--- src/rtl/psw_pkg.sv ---
package psw_pkg;
   typedef enum logic [1:0] {
      OP_IDLE   = 2'd0,
      OP_LOAD   = 2'd1,
      OP_SETCC  = 2'd2,
      OP_RETURN = 2'd3
   } psw_op_e;
endpackage

--- src/rtl/psw_irq_arbiter.sv ---
module psw_irq_arbiter #(
   parameter int NUM_CLASS = 4,
   parameter int CLS_W     = $clog2(NUM_CLASS)
) (
   input  logic                 clk,
   input  logic                 rst_n,
   input  logic [NUM_CLASS-1:0] req,
   input  logic [NUM_CLASS-1:0] mask,
   output logic                 take,
   output logic [CLS_W-1:0]     cls,
   output logic [NUM_CLASS-1:0] grant
);
   logic [NUM_CLASS-1:0] elig;

   for (genvar k = 0; k < NUM_CLASS; k++) begin : g_elig
      assign elig[k] = req[k] & mask[k];
   end

   always_comb begin
      grant = '0;
      cls   = '0;
      for (int i = NUM_CLASS - 1; i >= 0; i--) begin
         if (elig[i]) begin
            grant    = '0;
            grant[i] = 1'b1;
            cls      = CLS_W'(i);
         end
      end
   end

   assign take = |grant;

   AST_GRANT_ONEHOT: assert property (@(posedge clk) disable iff (!rst_n)
      $onehot0(grant));
   AST_GRANT_LOWEST: assert property (@(posedge clk) disable iff (!rst_n)
      take |-> ((req & mask & (grant - 1'b1)) == '0));
   AST_GRANT_ENABLED: assert property (@(posedge clk) disable iff (!rst_n)
      take |-> ((grant & mask) != '0));
endmodule

--- src/rtl/psw_slot_bank.sv ---
module psw_slot_bank #(
   parameter int              NUM_CLASS = 4,
   parameter int              WORD_W    = 64,
   parameter int              CLS_W     = $clog2(NUM_CLASS),
   parameter logic [WORD_W-1:0] NEW_RST = '0
) (
   input  logic              clk,
   input  logic              rst_n,
   input  logic              save_en,
   input  logic [CLS_W-1:0]  save_cls,
   input  logic [WORD_W-1:0] save_word,
   input  logic              cfg_en,
   input  logic [CLS_W-1:0]  cfg_cls,
   input  logic [WORD_W-1:0] cfg_word,
   input  logic [CLS_W-1:0]  new_sel,
   input  logic [CLS_W-1:0]  old_sel,
   output logic [WORD_W-1:0] new_word,
   output logic [WORD_W-1:0] old_word
);
   logic [WORD_W-1:0] old_arr [NUM_CLASS];
   logic [WORD_W-1:0] new_arr [NUM_CLASS];

   for (genvar k = 0; k < NUM_CLASS; k++) begin : g_slot
      logic [WORD_W-1:0] old_r;
      logic [WORD_W-1:0] new_r;
      always_ff @(posedge clk) begin
         if (!rst_n) begin
            old_r <= '0;
            new_r <= NEW_RST;
         end else begin
            if (save_en && (save_cls == CLS_W'(k))) old_r <= save_word;
            if (cfg_en && (cfg_cls == CLS_W'(k)))   new_r <= cfg_word;
         end
      end
      assign old_arr[k] = old_r;
      assign new_arr[k] = new_r;
   end

   assign new_word = new_arr[new_sel];
   assign old_word = old_arr[old_sel];

   AST_OLD_CAPTURED: assert property (@(posedge clk) disable iff (!rst_n)
      save_en |=> (old_arr[$past(save_cls)] == $past(save_word)));
   AST_NEW_HELD: assert property (@(posedge clk) disable iff (!rst_n)
      !cfg_en |=> (new_arr[$past(new_sel)] == $past(new_word)));
endmodule

--- src/rtl/psw_addr_gen.sv ---
module psw_addr_gen #(
   parameter int ADDR_W   = 32,
   parameter int NARROW_W = 24,
   parameter int WIDE_W   = 31
) (
   input  logic              clk,
   input  logic              rst_n,
   input  logic              amode,
   input  logic [ADDR_W-1:0] iaddr,
   output logic [ADDR_W-1:0] eff
);
   logic [ADDR_W-1:0] narrow_a;
   logic [ADDR_W-1:0] wide_a;

   assign narrow_a = ADDR_W'(iaddr[NARROW_W-1:0]);

   if (WIDE_W >= ADDR_W) begin : g_wide_full
      assign wide_a = iaddr;
   end else begin : g_wide_trim
      assign wide_a = ADDR_W'(iaddr[WIDE_W-1:0]);
   end

   assign eff = amode ? wide_a : narrow_a;

   AST_NARROW_TOP_ZERO: assert property (@(posedge clk) disable iff (!rst_n)
      !amode |-> (eff[ADDR_W-1:NARROW_W] == '0));
   AST_NARROW_LOW_KEPT: assert property (@(posedge clk) disable iff (!rst_n)
      !amode |-> (eff[NARROW_W-1:0] == iaddr[NARROW_W-1:0]));
endmodule

--- src/rtl/psw_swap_unit.sv ---
module psw_swap_unit
   import psw_pkg::*;
#(
   parameter int NUM_CLASS = 4,
   parameter int WORD_W    = 64,
   parameter int CC_W      = 2,
   parameter int ADDR_W    = 32,
   parameter int NARROW_W  = 24,
   parameter int WIDE_W    = 31,
   parameter int CLS_W     = $clog2(NUM_CLASS)
) (
   input  logic                 clk,
   input  logic                 rst_n,
   input  logic [1:0]           cmd_op,
   input  logic [WORD_W-1:0]    cmd_word,
   input  logic [CC_W-1:0]      cmd_cc,
   input  logic [CLS_W-1:0]     cmd_cls,
   input  logic                 cfg_we,
   input  logic [CLS_W-1:0]     cfg_cls,
   input  logic [WORD_W-1:0]    cfg_word,
   input  logic [NUM_CLASS-1:0] irq_req,
   output logic [WORD_W-1:0]    psw_word,
   output logic [NUM_CLASS-1:0] irq_mask,
   output logic                 supv,
   output logic [CC_W-1:0]      cc,
   output logic                 amode,
   output logic [ADDR_W-1:0]    iaddr,
   output logic [ADDR_W-1:0]    eff_addr,
   output logic                 irq_taken,
   output logic [CLS_W-1:0]     irq_cls,
   output logic                 priv_fault,
   output logic                 cmd_collide
);
   localparam int MASK_LSB  = WORD_W - NUM_CLASS;
   localparam int SUPV_BIT  = MASK_LSB - 1;
   localparam int CC_LSB    = SUPV_BIT - CC_W;
   localparam int AMODE_BIT = CC_LSB - 1;
   localparam logic [WORD_W-1:0] PSW_RST  = WORD_W'(1) << SUPV_BIT;
   localparam logic [WORD_W-1:0] CC_FIELD = ((WORD_W'(1) << CC_W) - 1'b1) << CC_LSB;

   if (NUM_CLASS < 2 || (1 << CLS_W) != NUM_CLASS) begin : g_bad_classes
      $error("NUM_CLASS must be a power of two of at least 2");
   end
   if (AMODE_BIT <= ADDR_W) begin : g_bad_layout
      $error("control fields overlap the instruction address");
   end
   if (NARROW_W >= WIDE_W || WIDE_W > ADDR_W) begin : g_bad_modes
      $error("address mode widths out of order");
   end

   logic [WORD_W-1:0]    psw_q, psw_d;
   logic                 fault_q, fault_d;
   logic                 coll_q, coll_d;
   logic                 taken_q;
   logic [CLS_W-1:0]     tcls_q;
   logic                 take;
   logic [CLS_W-1:0]     take_cls;
   logic [NUM_CLASS-1:0] grant;
   logic [WORD_W-1:0]    new_word, old_word;
   logic                 priv, cfg_ok;
   psw_op_e              op;

   assign priv   = psw_q[SUPV_BIT];
   assign op     = psw_op_e'(cmd_op);
   assign cfg_ok = cfg_we & priv;

   psw_irq_arbiter #(.NUM_CLASS(NUM_CLASS), .CLS_W(CLS_W)) arb_i (
      .clk   (clk),
      .rst_n (rst_n),
      .req   (irq_req),
      .mask  (psw_q[WORD_W-1:MASK_LSB]),
      .take  (take),
      .cls   (take_cls),
      .grant (grant)
   );

   psw_slot_bank #(.NUM_CLASS(NUM_CLASS), .WORD_W(WORD_W), .CLS_W(CLS_W),
                   .NEW_RST(PSW_RST)) bank_i (
      .clk       (clk),
      .rst_n     (rst_n),
      .save_en   (take),
      .save_cls  (take_cls),
      .save_word (psw_q),
      .cfg_en    (cfg_ok),
      .cfg_cls   (cfg_cls),
      .cfg_word  (cfg_word),
      .new_sel   (take_cls),
      .old_sel   (cmd_cls),
      .new_word  (new_word),
      .old_word  (old_word)
   );

   always_comb begin
      psw_d   = psw_q;
      fault_d = cfg_we & ~priv;
      coll_d  = 1'b0;
      if (take) begin
         psw_d  = new_word;
         coll_d = (op != OP_IDLE);
      end else begin
         unique case (op)
            OP_LOAD: begin
               if (priv) psw_d = cmd_word;
               else      fault_d = 1'b1;
            end
            OP_SETCC: psw_d[CC_LSB +: CC_W] = cmd_cc;
            OP_RETURN: begin
               if (priv) psw_d = old_word;
               else      fault_d = 1'b1;
            end
            default: ;
         endcase
      end
   end

   always_ff @(posedge clk) begin
      if (!rst_n) begin
         psw_q   <= PSW_RST;
         fault_q <= 1'b0;
         coll_q  <= 1'b0;
         taken_q <= 1'b0;
         tcls_q  <= '0;
      end else begin
         psw_q   <= psw_d;
         fault_q <= fault_d;
         coll_q  <= coll_d;
         taken_q <= take;
         if (take) tcls_q <= take_cls;
      end
   end

   psw_addr_gen #(.ADDR_W(ADDR_W), .NARROW_W(NARROW_W), .WIDE_W(WIDE_W)) agen_i (
      .clk   (clk),
      .rst_n (rst_n),
      .amode (psw_q[AMODE_BIT]),
      .iaddr (psw_q[ADDR_W-1:0]),
      .eff   (eff_addr)
   );

   assign psw_word    = psw_q;
   assign irq_mask    = psw_q[WORD_W-1:MASK_LSB];
   assign supv        = priv;
   assign cc          = psw_q[CC_LSB +: CC_W];
   assign amode       = psw_q[AMODE_BIT];
   assign iaddr       = psw_q[ADDR_W-1:0];
   assign irq_taken   = taken_q;
   assign irq_cls     = tcls_q;
   assign priv_fault  = fault_q;
   assign cmd_collide = coll_q;

   AST_LOAD_APPLIED: assert property (@(posedge clk) disable iff (!rst_n)
      (!take && op == OP_LOAD && priv) |=> (psw_q == $past(cmd_word)));
   AST_PROBLEM_REFUSED: assert property (@(posedge clk) disable iff (!rst_n)
      (!take && (op == OP_LOAD || op == OP_RETURN) && !priv)
         |=> (priv_fault && $stable(psw_q)));
   AST_CC_ONLY: assert property (@(posedge clk) disable iff (!rst_n)
      (!take && op == OP_SETCC)
         |=> (((psw_q ^ $past(psw_q)) & ~CC_FIELD) == '0));
   AST_MASKED_IGNORED: assert property (@(posedge clk) disable iff (!rst_n)
      ((irq_req & irq_mask) == '0) |=> !irq_taken);
   AST_SWAP_LOADS_NEW: assert property (@(posedge clk) disable iff (!rst_n)
      take |=> (irq_taken && psw_q == $past(new_word)));
   AST_RETURN_RESTORES: assert property (@(posedge clk) disable iff (!rst_n)
      (!take && op == OP_RETURN && priv) |=> (psw_q == $past(old_word)));
   AST_COLLIDE_FLAG: assert property (@(posedge clk) disable iff (!rst_n)
      (take && op != OP_IDLE) |=> (cmd_collide && irq_taken));
   AST_NO_STRAY_COLLIDE: assert property (@(posedge clk) disable iff (!rst_n)
      !take |=> !cmd_collide);
endmodule

--- config.mk ---
export PLATFORM = sky130hd
export DESIGN_NAME = psw_swap_unit
export DESIGN_NICKNAME = d
export VERILOG_FILES = /design/src/rtl/psw_pkg.sv /design/src/rtl/psw_irq_arbiter.sv /design/src/rtl/psw_slot_bank.sv /design/src/rtl/psw_addr_gen.sv /design/src/rtl/psw_swap_unit.sv
export SDC_FILE = /design/constraint.sdc
export NUM_CORES = 1
export LEC_CHECK = 0
export ABC_AREA = 1
export BUFFER_PORTS_ARGS = -buffer_cell sky130_fd_sc_hd__buf_2
export CAP_MARGIN = 10
export CORE_ASPECT_RATIO = 0.75
export CORE_UTILIZATION = 45
export CTS_CLUSTER_SIZE = 14
export DETAILED_ROUTE_END_ITERATION = 10
export GPL_TIMING_DRIVEN = 0
export PLACE_DENSITY = 0.71
export SLEW_MARGIN = 20
export SYNTH_ARGS = -nofsm -noshare
export SYNTH_HDL_FRONTEND = slang
export SYNTH_HIERARCHICAL = 1
export SYNTH_SLANG_ARGS = --single-unit
--- constraint.sdc ---
create_clock -name clk -period 3.14 [get_ports clk]
set_input_delay 0.314 -clock clk [delete_from_list [all_inputs] [get_ports clk]]
set_output_delay 0.314 -clock clk [all_outputs]
set_load 0.02 [all_outputs]
Yosys cells after proc, flatten, opt, wreduce, memory -nomap -nowiden
Index checks and enable logic that the tools add are counted.
{ "word_totals": {"reg_bits": 581, "inputBits": 143, "wordCells": 79} }
{ "op_classes": {"n_eq_ne": 11, "reduce_logical": 18, "muxes": 24, "n_lt_le_gt_ge": 2, "bitwise_logic": 9} }
{ "ops": {"columns": ["op", "count"], "rows": [
  ["$mux 64", 7],
  ["$bmux 64 s2", 2],
  ["$pmux 57 s2", 1],
  ["$mux 31", 1],
  ["$mux 4", 4],
  ["$eq 2x2->1 const B", 6],
  ["$pmux 5 s2", 1],
  ["$logic_and 1x1->1", 8],
  ["$mux 2", 4],
  ["$and 1x1->1", 6],
  ["$eq 2x1->1 const B", 3],
  ["$ge 3x3->1 const B", 2],
  ["$ne 3x2->1 const B", 2],
  ["$not 2->3", 2],
  ["$pmux 2 s3", 1],
  ["$reduce_and 3->1", 2],
  ["$logic_not 2->1", 2],
  ["$reduce_bool 4->1", 1],
  ["$reduce_or 4->1", 1],
  ["$mux 1", 3],
  ["$reduce_bool 3->1", 1],
  ["$reduce_and 2->1", 1],
  ["$reduce_bool 2->1", 1],
  ["$reduce_or 2->1", 1],
  ["$not 1->1", 1]
]} }

Longest topological paths before layout
Gate-level depths: netlist (run 1).
{ "depth": {"word_depth": 10, "mapped_depth": 13, "mapped_depth_nobuf": 11} }

By module
The synthesis (run 1) kept the hierarchy.
{ "by_module_without_submodules": {"columns": ["mod", "area_each_um2", "cells_each", "instances"], "rows": [
  ["psw_slot_bank", 24953.9, 4001, 1],
  ["psw_swap_unit", 4164.0, 694, 1],
  ["psw_addr_gen", 244.0, 40, 1],
  ["psw_irq_arbiter", 82.6, 16, 1]
]} }

Least setup slack after synthesis (run 1)
Ideal clock, no wire load.
{ "synth_timing": {"path_type": "reg2reg", "start": "register psw_q[62] (netlist: psw_word[62])", "end": "register psw_q[57] (netlist: psw_word[57])", "setup_time_ns": 0.070, "n_path_buf": 2, "t_arrival_ns": 1.902, "synth_period_minus_slack_ns": 1.973, "required_ns": 3.070, "path_stages_with_launch": 11, "slack_ns": 1.167, "cell_sequence": "dfxtp_1 nand2_2 a21oi_2 buf_2 clkbuf_1 o211ai_1 nand2_1 nor2_1 nor2_1 nand2_1 a21oi_1"} }
{ "synth_between": {"elab_chain_len": 9, "word_cells_on_any_way": 17, "cone_classes": "eq/ne (2); mux (10); bitwise (2); reduce/logical (3)"} }
{ "synth_lines": {"columns": ["element", "line", "rtl"], "rows": [
  ["start, declared", "psw_swap_unit.sv:51", "logic [WORD_W-1:0] psw_q, psw_d;"],
  ["start signal, assigned", "psw_swap_unit.sv:124", "psw_q <= psw_d;"],
  ["$and 1x1->1", "psw_irq_arbiter.sv:16", "assign elig[k] = req[k] & mask[k];"],
  ["$mux 2 (3 in a row)", "psw_irq_arbiter.sv:23", "if (elig[i]) begin"],
  ["via take_cls[1]", "psw_swap_unit.sv:57", "logic [CLS_W-1:0] take_cls;"],
  ["$not 2->3 (not written as such)", "psw_slot_bank.sv:39", "assign new_word = new_arr[new_sel];"],
  ["$bmux 64 s2", "psw_slot_bank.sv:39", null],
  ["$mux 64 (not written as such) (2 in a row)", "psw_slot_bank.sv:39", null],
  ["via new_word[57]", "psw_swap_unit.sv:59", "logic [WORD_W-1:0] new_word, old_word;"],
  ["$mux 64", "psw_swap_unit.sv:97", "if (take) begin"]
]} }
The timed path passes the listed nets, and every way through them passes these cells. The select of a mux whose other input is x is not followed.
A chain may end at the register's enable or synchronous reset.

Worst setup path after layout (run 1)
{ "layout_timing": {"start": "register psw_q[63] (netlist: psw_word[63])", "end": "register psw_q[49] (netlist: psw_word[49])"} }
{ "layout_between": {"elab_chain_len": 10, "word_cells_on_any_way": 19, "cone_classes": "eq/ne (2); mux (12); bitwise (2); reduce/logical (3)"} }
{ "layout_lines": {"columns": ["element", "line"], "rows": [
  ["$and 1x1->1", "psw_irq_arbiter.sv:16"],
  ["$mux 2 (4 in a row)", "psw_irq_arbiter.sv:23"],
  ["via take_cls[1]", "psw_swap_unit.sv:57"],
  ["$not 2->3 (not written as such)", "psw_slot_bank.sv:39"],
  ["$bmux 64 s2", "psw_slot_bank.sv:39"],
  ["$mux 64 (not written as such) (2 in a row)", "psw_slot_bank.sv:39"],
  ["via new_word[49]", "psw_swap_unit.sv:59"],
  ["$mux 64", "psw_swap_unit.sv:97"]
]} }
The timed path passes the listed nets, and every way through them passes these cells. The select of a mux whose other input is x is not followed.

==> out/metrics.cfg, run 1 <==
[run_status]
status = finished, final reports clean

[floorplanning]
die_y_um = 223
die_w_um = 297
io_pins = 284
initial_core_util_pct = 45.9
die-area_um2 = 66400
rows = 80
core_area_um2 = 64200

[clocking]
cts_tree = built
cts_root_buffer = clkbuf_16
ctsLongestPathBuffers = 3
cts_sinks = 581
cts.clk_slew.worst_paths_ns = 0.06
clock_latency_ns = 0.64
cts_max_level = 2
cts_buffers = 59

[global_routing]
gr-total-overflow = 0
grt_pass1_wl_mm = 151
track_usage_pct = 28.9
antenna_found_initial = 9
grt_pass1_vias = 26821
grt_max_degree = 15

[final_layout]
layout_common_cells = nand2_1, nor2_1, inv_1, dfxtp_1, buf_2
area_growth_pct = 17.2
design_area_um2 = 34500
final_common_cell = nand2_1
post-route-util_pct = 53.8
layout.nets = 5291
fillers = 6478
fin_cells = 6057
drive_gt1_share_pct = 12.7

[pwr]
powerDensity_nw_per_um2 = 627
p_leak_nw = 18.6
ir_worst_vdd_v = 0.000425
p_total_mw = 21.6

[place]
port_buffers = 279
place_congestion = 0.893
dp_cells = 5886
dp_hpwl_mm = 71.5
post_dp_cell_area_um2 = 31900

[timing]
min_period_over_period_pct = 96.4
tightest_slew_ns = 1.00
fmaxAchievable_mhz = 330
slew_violations = 0
rsz0062_at_grt = no
holdWs_ns = 0.0186
setup_viol_count_final = 0
max-slew-margin-rel_pct = 33.1
skew_ns = 0.0133
hold_violations = 0
finalCriticalPeriod_ns = 3.03

[worst_setup_path]
critical_path_class = reg2reg
critPathLaunchType = flip-flop
slowest_stage = dfxtp_1
cp_num_buf_inv = 2
reg2reg_from = psw_word[63]
critPathCaptureType = flip-flop
crit_fanout = 10
arrival_ns = 3.58
critical_path.top_delay_family = buffers and inverters
required_ns = 3.69
worst_path_most_repeated_cell = nand2_1
slowest_delay_ns = 0.63
crit_chain = nand2_2 -> a21oi_4 -> buf_2 -> clkbuf_1 -> o211ai_1 -> nand2_1 -> nand2_1 -> a31oi_1
crit_start = psw_word[63]

[detailed_routing]
drt_iter0_drc = 3080
vias = 29648
wl_per_cell_um = 16.2
wirelength_mm = 97.9
drt-vias-per-instance = 4.89
drc = 0
drt_first_pass_iters = 6
ant_nets = 0

[yosys]
syn_nets = 4889
syn_area_um2 = 29400
yosysWarnings = 6
syn_inst = 4746
syn_avg_cell_area_um2 = 6.20

[flow_run]
drv_cap = 0

[min_path]
min_from = cfg_word[57]
holdCritPathClass = in2reg

[per-stage QoR]
step	setup slack (ns)	setup TNS [ns]
3_3_place_gp	-0.0499	-0.0499
4_1_cts	0.0588	0
5_1_grt	0.000858	0
3_5_place_dp	-0.0352	-0.0428
2_1_floorplan	1.19	0
6_report	0.114	0
[repair_timing]
item | in CTS | in global routing
resized for setup | 1 | 4
setup buffers | 0 | 0
hold buffers | 63 | 0
hold endpoints to repair | 173 | 0
endpoints found under the setup margin | 3 | 21
[where the power goes]
group          internal (mW)  switching [mW]
combinational           1.87            3.75
sequential              8.10           0.685
clock                   4.16            3.06
total                   14.1            7.49
[state kept, by name (all words and copies together), names as in the netlist]
signal / count
bank_i/g_slot.new_r: 256
bank_i/g_slot.old_r: 256
cmd_collide: 1
irq_cls: 2
irq_taken: 1
priv_fault: 1
psw_word: 64
[final cells by class]
cell class	instances	area [µm²]	share of cell area (%)
buffer	384	2020	5.87
sequential	581	11600	33.7
inverter	656	2460	7.14
clock buffer	92	1800	5.23
antenna	3	7.51	0.0218
clock inverter	14	148	0.428
timing repair buffer	342	2030	5.88
tap	861	1080	3.12
multi-input combinational	3124	13300	38.6
[layer usage]
layer  part of all wire [%]  GRT usage, %  vias up  wire [µm]
met5                  0.039             0        -         38
met4                    2.7          8.63        8       2620
met3                    9.7          5.30      152       9500
met2                     41          43.2     1231      40400
met1                     46          42.0    13147      45400
li1                       -             -    15110          -
[worst paths after layout]
kind	slack, ns	endpoint	cells past startpoint
hold reg to reg	0.46	bank_i/g_slot[0].new_r[59]	2
hold / removal	0.02	bank_i/g_slot[1].new_r[57]	3
setup reg to reg	0.11	psw_word[49]	8
setup / recovery	0.11	psw_word[49]	8
[worst reg2reg max path, cell delays in order, from the launching register on]
cell and delay [ns]:
dfxtp_1 0.63, nand2_2 0.16, a21oi_4 0.43, buf_2 0.48, clkbuf_1 0.52, o211ai_1 0.17, nand2_1 0.16, nand2_1 0.17
a31oi_1 0.22
Power figures use the tool's default switching activity.
==> run 2: changes to the inputs <==
--- a/config.mk
+++ b/config.mk
@@ -8,12 +8,12 @@
 export ABC_AREA = 1
 export BUFFER_PORTS_ARGS = -buffer_cell sky130_fd_sc_hd__buf_2
 export CAP_MARGIN = 10
-export CORE_ASPECT_RATIO = 0.75
+export CORE_ASPECT_RATIO = 1.4
 export CORE_UTILIZATION = 45
 export CTS_CLUSTER_SIZE = 14
 export DETAILED_ROUTE_END_ITERATION = 10
 export GPL_TIMING_DRIVEN = 0
-export PLACE_DENSITY = 0.71
+export PLACE_DENSITY_LB_ADDON = 0.3
 export SLEW_MARGIN = 20
 export SYNTH_ARGS = -nofsm -noshare
 export SYNTH_HDL_FRONTEND = slang
==> out/metrics.cfg, run 2 (same netlist as run 1, synthesis figures left out) <==
[pwr]
p_int_mw = 14.1  ; -0.49%
comb_power_share_pct = 25.8  ; -0.2 points
p_leak_nw = 18.6  ; -0.18%
ir_worst_vdd_v = 0.000431  ; +1.5%
pwr-share-clk_pct = 33.3  ; about the same
powerDensity_nw_per_um2 = 620  ; -1.1%
p_seq_share_pct = 40.9  ; +0.3 points
switchingPower_mw = 7.26  ; -3.1%
p_sw_share_pct = 34.0  ; -0.61 points

[timing]
tns_ns = 0  ; unchanged
fmaxAchievable_mhz = 340  ; +3.0%
finalCriticalPeriod_ns = 2.94  ; -0.0881 ns
tightest_slew_ns = 1.02  ; +0.0162 ns
hold_violations = 0  ; unchanged
slew_violations = 0  ; unchanged
setup_viol_count_final = 0  ; unchanged
skew_ns = 0.0127  ; -0.000600 ns
max-slew-margin-rel_pct = 32.0  ; -1.1 points
worst_slack_ns = 0.202  ; +0.0881 ns
min_period_over_period_pct = 93.6  ; -2.8 points
rsz0062_at_grt = no

[floorplanning]
die_y_um = 305  ; +36%
io_pins = 284  ; unchanged
die_w_um = 218  ; -27%
initial_core_util_pct = 45.7  ; -0.18 points
rows = 110  ; +38%
die-area_um2 = 66400  ; about the same
core_area_um2 = 64400  ; +0.39%

[worst_setup_path]
arrival_ns = 3.47  ; -0.11 ns
timing.rr.end = psw_word[23]
rrSetupSlack_ns = 0.20  ; +0.09 ns
required_ns = 3.67  ; -0.02 ns
crit_fanout = 10  ; unchanged
reg2reg_from = psw_word[62]
critPathCaptureType = flip-flop
r2r_cells = 8  ; unchanged
critical_path_class = reg2reg
crit_start = psw_word[62]
critPathLaunchType = flip-flop

[detailed_routing]
vias = 29028  ; -2.1%
drc = 0  ; unchanged
wirelength_mm = 93.9  ; -4.1%
drt-vias-per-instance = 4.81  ; -1.8%
drt_first_pass_iters = 6  ; unchanged
ant_nets = 0  ; unchanged
drt_iter0_drc = 1966  ; -36%
wl_per_cell_um = 15.5  ; -3.8%

[final_layout]
drive_gt1_share_pct = 12.7  ; about the same
layout.nets = 5286  ; -0.095%
fin_cells = 6036  ; -0.35%
layout_common_cells = nand2_1, nor2_1, inv_1, dfxtp_1, buf_2
fillers = 6576  ; +1.5%
multi_input_area_um2 = 13300  ; about the same
ff_latch_area_um2 = 11600  ; about the same
final_common_cell = nand2_1
area_growth_pct = 16.9

[clocking]
cts_max_level = 2  ; unchanged
cts_sinks = 581  ; unchanged
post_cts.repair.setup_buffers = 0  ; unchanged
cts_root_buffer = clkbuf_16
cts_buffers = 56  ; -5.1%
clock_latency_ns = 0.62  ; -0.02 ns
cts_tree = built
ctsLongestPathBuffers = 3  ; unchanged
cts.clk_slew.worst_paths_ns = 0.06  ; about the same

[global_routing]
grt_pass1_wl_mm = 147  ; -2.9%
grt_pass1_vias = 27520  ; +2.6%
gr-total-overflow = 0  ; unchanged
grt_max_degree = 15  ; unchanged
track_usage_pct = 27.9  ; -1.0 points
antenna_found_initial = 13  ; +4

[place]
place_congestion = 0.901  ; +0.93%
dp_hpwl_mm = 71.1  ; -0.60%
port_buffers = 279  ; unchanged
dp_slack_ns = -0.0332  ; +0.00198 ns
dp_cells = 5865  ; -0.36%

[min_path]
min_from = cfg_word[19]
whs_endpoint = bank_i/g_slot[1].new_r[19]
holdCritPathClass = in2reg
hold-path-cell-count = 3  ; unchanged

[flow_run]
drv_cap = 0  ; unchanged

[run_status]
status = finished, final reports clean

run 2: cell types whose count changed in the layout (fill, tap and decap cells not counted):
cell / delta
dfxtp_2: +1
clkbuf_1: -4
buf_1: -1
bufinv_16: +2
clkinv_2: -1
nand2_1: +1
dfxtp_1: -1
clkbuf_16: -4
clkbuf_2: +2
dlygate4sd3_1: -3
a21oi_4: -1
a21oi_2: +1
nand2_2: -1
diode_2: +9
run 2: layer usage:
metal / wire length, µm / track usage [%] / vias up
met5: 0 / 0 / -
met4: 4060 / 12.0 / 0
met3: 5630 / 3.45 / 193
met2: 46100 / 49.6 / 842
met1: 38100 / 33.3 / 12888
li1: - / - / 15105
run 2: worst max-delay path by stage:
| stage | end | depth (start not counted) | slack (ns) |
|---|---|---|---|
| after detailed placement | psw_word[57] | 13 | -0.03 |
| after global routing | psw_word[23] | 8 | 0.08 |
| after global placement | psw_word[57] | 13 | 0.008 |
| final | psw_word[23] | 8 | 0.20 |
| after floorplan | psw_word[57] | 10 | 1.19 |
| after CTS | psw_word[17] | 8 | 0.01 |
run 2: through the flow:
| step | hold slack, ns | area [µm²] | util, % | total power, mW |
|---|---|---|---|---|
| detailed placement | 0.445 | 31900 | 49.5 | 14.3 |
| floorplan | 0.429 | 29400 | - | 12.4 |
| finish | 0.0204 | 34400 | 53.4 | 21.3 |
| CTS | 0.00233 | 34400 | 53.4 | 21.3 |
| global placement | 0.443 | 31900 | 49.5 | 14.2 |
| global route | 0.00406 | 34400 | 53.4 | 22.4 |
run 2: cell type report:
cell class                 instances  share of cell area [%]
sequential                       581                    33.8
timing repair buffer             339                    5.81
clock inverter                    15                   0.589
inverter                         656                    7.16
buffer                           385                    5.90
multi-input combinational       3124                    38.7
clock buffer                      84                    4.91
antenna                           12                  0.0873
tap                              840                    3.06
run 2: power groups by stage:
stage                     sequential (mW)  combinational [mW]  clock, mW
after CTS                            8.71                5.47       7.14
final                                8.73                5.50       7.09
after detailed placement             8.87                5.39          0
after global routing                 8.81                6.10       7.44
after global placement               8.85                5.32          0
after floorplan                      8.86                3.58          0
run 2: worst max-delay path: stages, from the launching register on:
cell and delay, ns:
dfxtp_1 0.58, nand2_2 0.13, a21oi_2 0.55, buf_2 0.48, buf_1 0.48, o211ai_1 0.17
nand2_1 0.13, nand2_1 0.11, a31oi_1 0.19
run 2: what timing repair did:
action / in CTS / in global routing
resized for setup: 2 / 3
hold endpoints to repair: 163 / 0
endpoints found under the setup margin: 5 / 24
hold buffers: 60 / 0
==> run 3: changes to the inputs <==
--- a/config.mk
+++ b/config.mk
@@ -14,6 +14,7 @@
 export DETAILED_ROUTE_END_ITERATION = 10
 export GPL_TIMING_DRIVEN = 0
 export PLACE_DENSITY_LB_ADDON = 0.3
+export RECOVER_POWER = 25
 export SLEW_MARGIN = 20
 export SYNTH_ARGS = -nofsm -noshare
 export SYNTH_HDL_FRONTEND = slang
==> out/metrics.cfg, run 3 (same netlist as run 1, synthesis figures left out) <==
[timing]
max-slew-margin-rel_pct = 29.6  ; -2.5 points
worst_slack_ns = 0.223  ; +0.0213 ns
skew_ns = 0.0123  ; -0.000390 ns
rsz0062_at_grt = no
fmaxAchievable_mhz = 343  ; +0.73%
min_period_over_period_pct = 92.9  ; -0.68 points
holdWs_ns = 0.0115  ; -0.00887 ns
setup_viol_count_final = 0  ; unchanged
hold_violations = 0  ; unchanged
finalCriticalPeriod_ns = 2.92  ; -0.0213 ns
slew_violations = 0  ; unchanged
tns_ns = 0  ; unchanged
tightest_slew_ns = 1.06  ; +0.0370 ns

[floorplanning]
io_pins = 284  ; unchanged
die_y_um = 305  ; unchanged
core_area_um2 = 64400  ; unchanged
die_w_um = 218  ; unchanged
initial_core_util_pct = 45.7  ; unchanged
die-area_um2 = 66400  ; unchanged
rows = 110  ; unchanged

[final_layout]
drive_gt1_share_pct = 11.0  ; -1.6 points
layout.nets = 5286  ; unchanged
fillers = 6621  ; +0.68%
area_growth_pct = 16.5
design_area_um2 = 34300  ; -0.32%
layout_common_cells = nand2_1, nor2_1, inv_1, dfxtp_1, buf_2
fin_cells = 6036  ; unchanged
final_common_cell = nand2_1

[global_routing]
gr-total-overflow = 0  ; unchanged
grt_pass1_vias = 27520  ; unchanged
track_usage_pct = 27.9  ; unchanged
grt_max_degree = 15  ; unchanged
grt_pass1_wl_mm = 147  ; unchanged
antenna_found_initial = 13  ; unchanged

[worst_setup_path]
critical_path.top_delay_family = simple AND/OR/NAND/NOR gates
crit_chain = nand2_1 -> nand4_1 -> inv_1 -> nand2_1 -> nor2_4 -> buf_2 -> nand3_1 -> a31oi_1
required_ns = 3.68  ; about the same
timing.rr.end = psw_word[56]
critPathCapture = psw_word[56]
slowest_delay_ns = 0.51  ; -0.07 ns
slowest_stage = nand4_1
r2r_cells = 8  ; unchanged
critPathLaunchType = flip-flop
cp_num_buf_inv = 2  ; unchanged
crit_start = psw_word[61]
rrSetupSlack_ns = 0.22  ; +0.02 ns
crit_fanout = 10  ; unchanged
critical_path_class = reg2reg
critPathCaptureType = flip-flop
cp_num_cells = 8  ; unchanged
arrival_ns = 3.46  ; about the same
reg2reg_from = psw_word[61]
worst_path_most_repeated_cell = nand2_1

[place]
post_dp_cell_area_um2 = 31900  ; unchanged
place_congestion = 0.901  ; unchanged
port_buffers = 279  ; unchanged
dp_cells = 5865  ; unchanged
dp_hpwl_mm = 71.1  ; unchanged
dp_slack_ns = -0.0332  ; unchanged

[pwr]
p_leak_nw = 18.3  ; -1.8%
ir_worst_vdd_v = 0.000433  ; +0.27%
powerDensity_nw_per_um2 = 620  ; about the same

[detailed_routing]
drt_iter0_drc = 1788  ; -9.1%
drt_first_pass_iters = 5  ; -1
vias = 29012  ; -0.055%
drt-vias-per-instance = 4.81  ; about the same
ant_nets = 0  ; unchanged
wirelength_mm = 93.8  ; about the same
wl_per_cell_um = 15.5  ; about the same
drc = 0  ; unchanged

[min_path]
holdCritPathClass = in2reg

[clocking]
cts_tree = built
clock_latency_ns = 0.62  ; about the same
cts.clk_slew.worst_paths_ns = 0.06  ; about the same
cts_max_level = 2  ; unchanged
cts_buffers = 56  ; unchanged
cts_root_buffer = clkbuf_16
post_cts.repair.setup_buffers = 0  ; unchanged
cts_sinks = 581  ; unchanged
ctsLongestPathBuffers = 3  ; unchanged

[flow_run]
drv_cap = 0  ; unchanged

[run_status]
status = finished, final reports clean

## run 3: changes by cell type in the layout (fill, tap and decap cells not counted), sizes merged
| cell | previous run | this run |
|---|---|---|
| buf | 573 | 427 |
| clkbuf | 175 | 321 |
## run 3: what timing repair did
action	CTS	global route
hold buffers	60	0
gates resized for setup	2	3
endpoints found under the setup margin	5	24
endpoints found under the hold margin	163	0
## run 3: worst min path at each step
| stage | from | end | slack [ns] | depth (start not counted) |
|---|---|---|---|---|
| floorplan | bank_i/g_slot[1].new_r[59] | bank_i/g_slot[1].new_r[59] | 0.43 | 2 |
| global placement | bank_i/g_slot[0].new_r[59] | bank_i/g_slot[0].new_r[59] | 0.44 | 2 |
| detailed placement | bank_i/g_slot[2].new_r[59] | bank_i/g_slot[2].new_r[59] | 0.44 | 2 |
| CTS | cfg_word[31] | bank_i/g_slot[1].new_r[31] | 0.002 | 3 |
| global route | cfg_word[19] | bank_i/g_slot[2].new_r[19] | 0.004 | 3 |
| finish | cfg_word[31] | bank_i/g_slot[1].new_r[31] | 0.01 | 3 |
## run 3: layer usage
| metal | vias to the layer above | GRT usage, % | share of wire, % |
|---|---|---|---|
| met5 | - | 0 | 0 |
| met4 | 0 | 12.0 | 4.3 |
| met3 | 189 | 3.45 | 5.8 |
| met2 | 826 | 49.6 | 49 |
| met1 | 12876 | 33.3 | 41 |
| li1 | 15121 | - | - |
## run 3: power breakdown
part,switching [mW],internal (mW),total (mW)
sequential,0.628,8.10,8.73
combinational,3.63,1.81,5.44
clock,2.99,4.09,7.09
## run 3: per-stage QoR
step / power (mW) / utilization (%)
after global routing: 22.3 / 53.2
after floorplan: 12.4 / -
after detailed placement: 14.3 / 49.5
after CTS: 21.3 / 53.4
final: 21.3 / 53.2
after global placement: 14.2 / 49.5
## run 3: area by class of cell
| type | count | area, µm² | area share [%] |
|---|---|---|---|
| repair buffers | 339 | 1910 | 5.58 |
| clock buffers | 84 | 1690 | 4.92 |
| plain buffers | 385 | 2000 | 5.84 |
| clock inverters | 15 | 203 | 0.591 |
| multi-input cells | 3124 | 13300 | 38.8 |
| flip-flops and latches | 581 | 11600 | 33.9 |
| well taps | 840 | 1050 | 3.07 |
| diodes | 12 | 30.0 | 0.0876 |
| inverters | 656 | 2460 | 7.18 |
## run 3: worst min-delay path, delay by kind of cell
family / cells / cell delay, ns
buffers and inverters: 1 / 0.14
AND/OR/NAND/NOR: 2 / 0.14
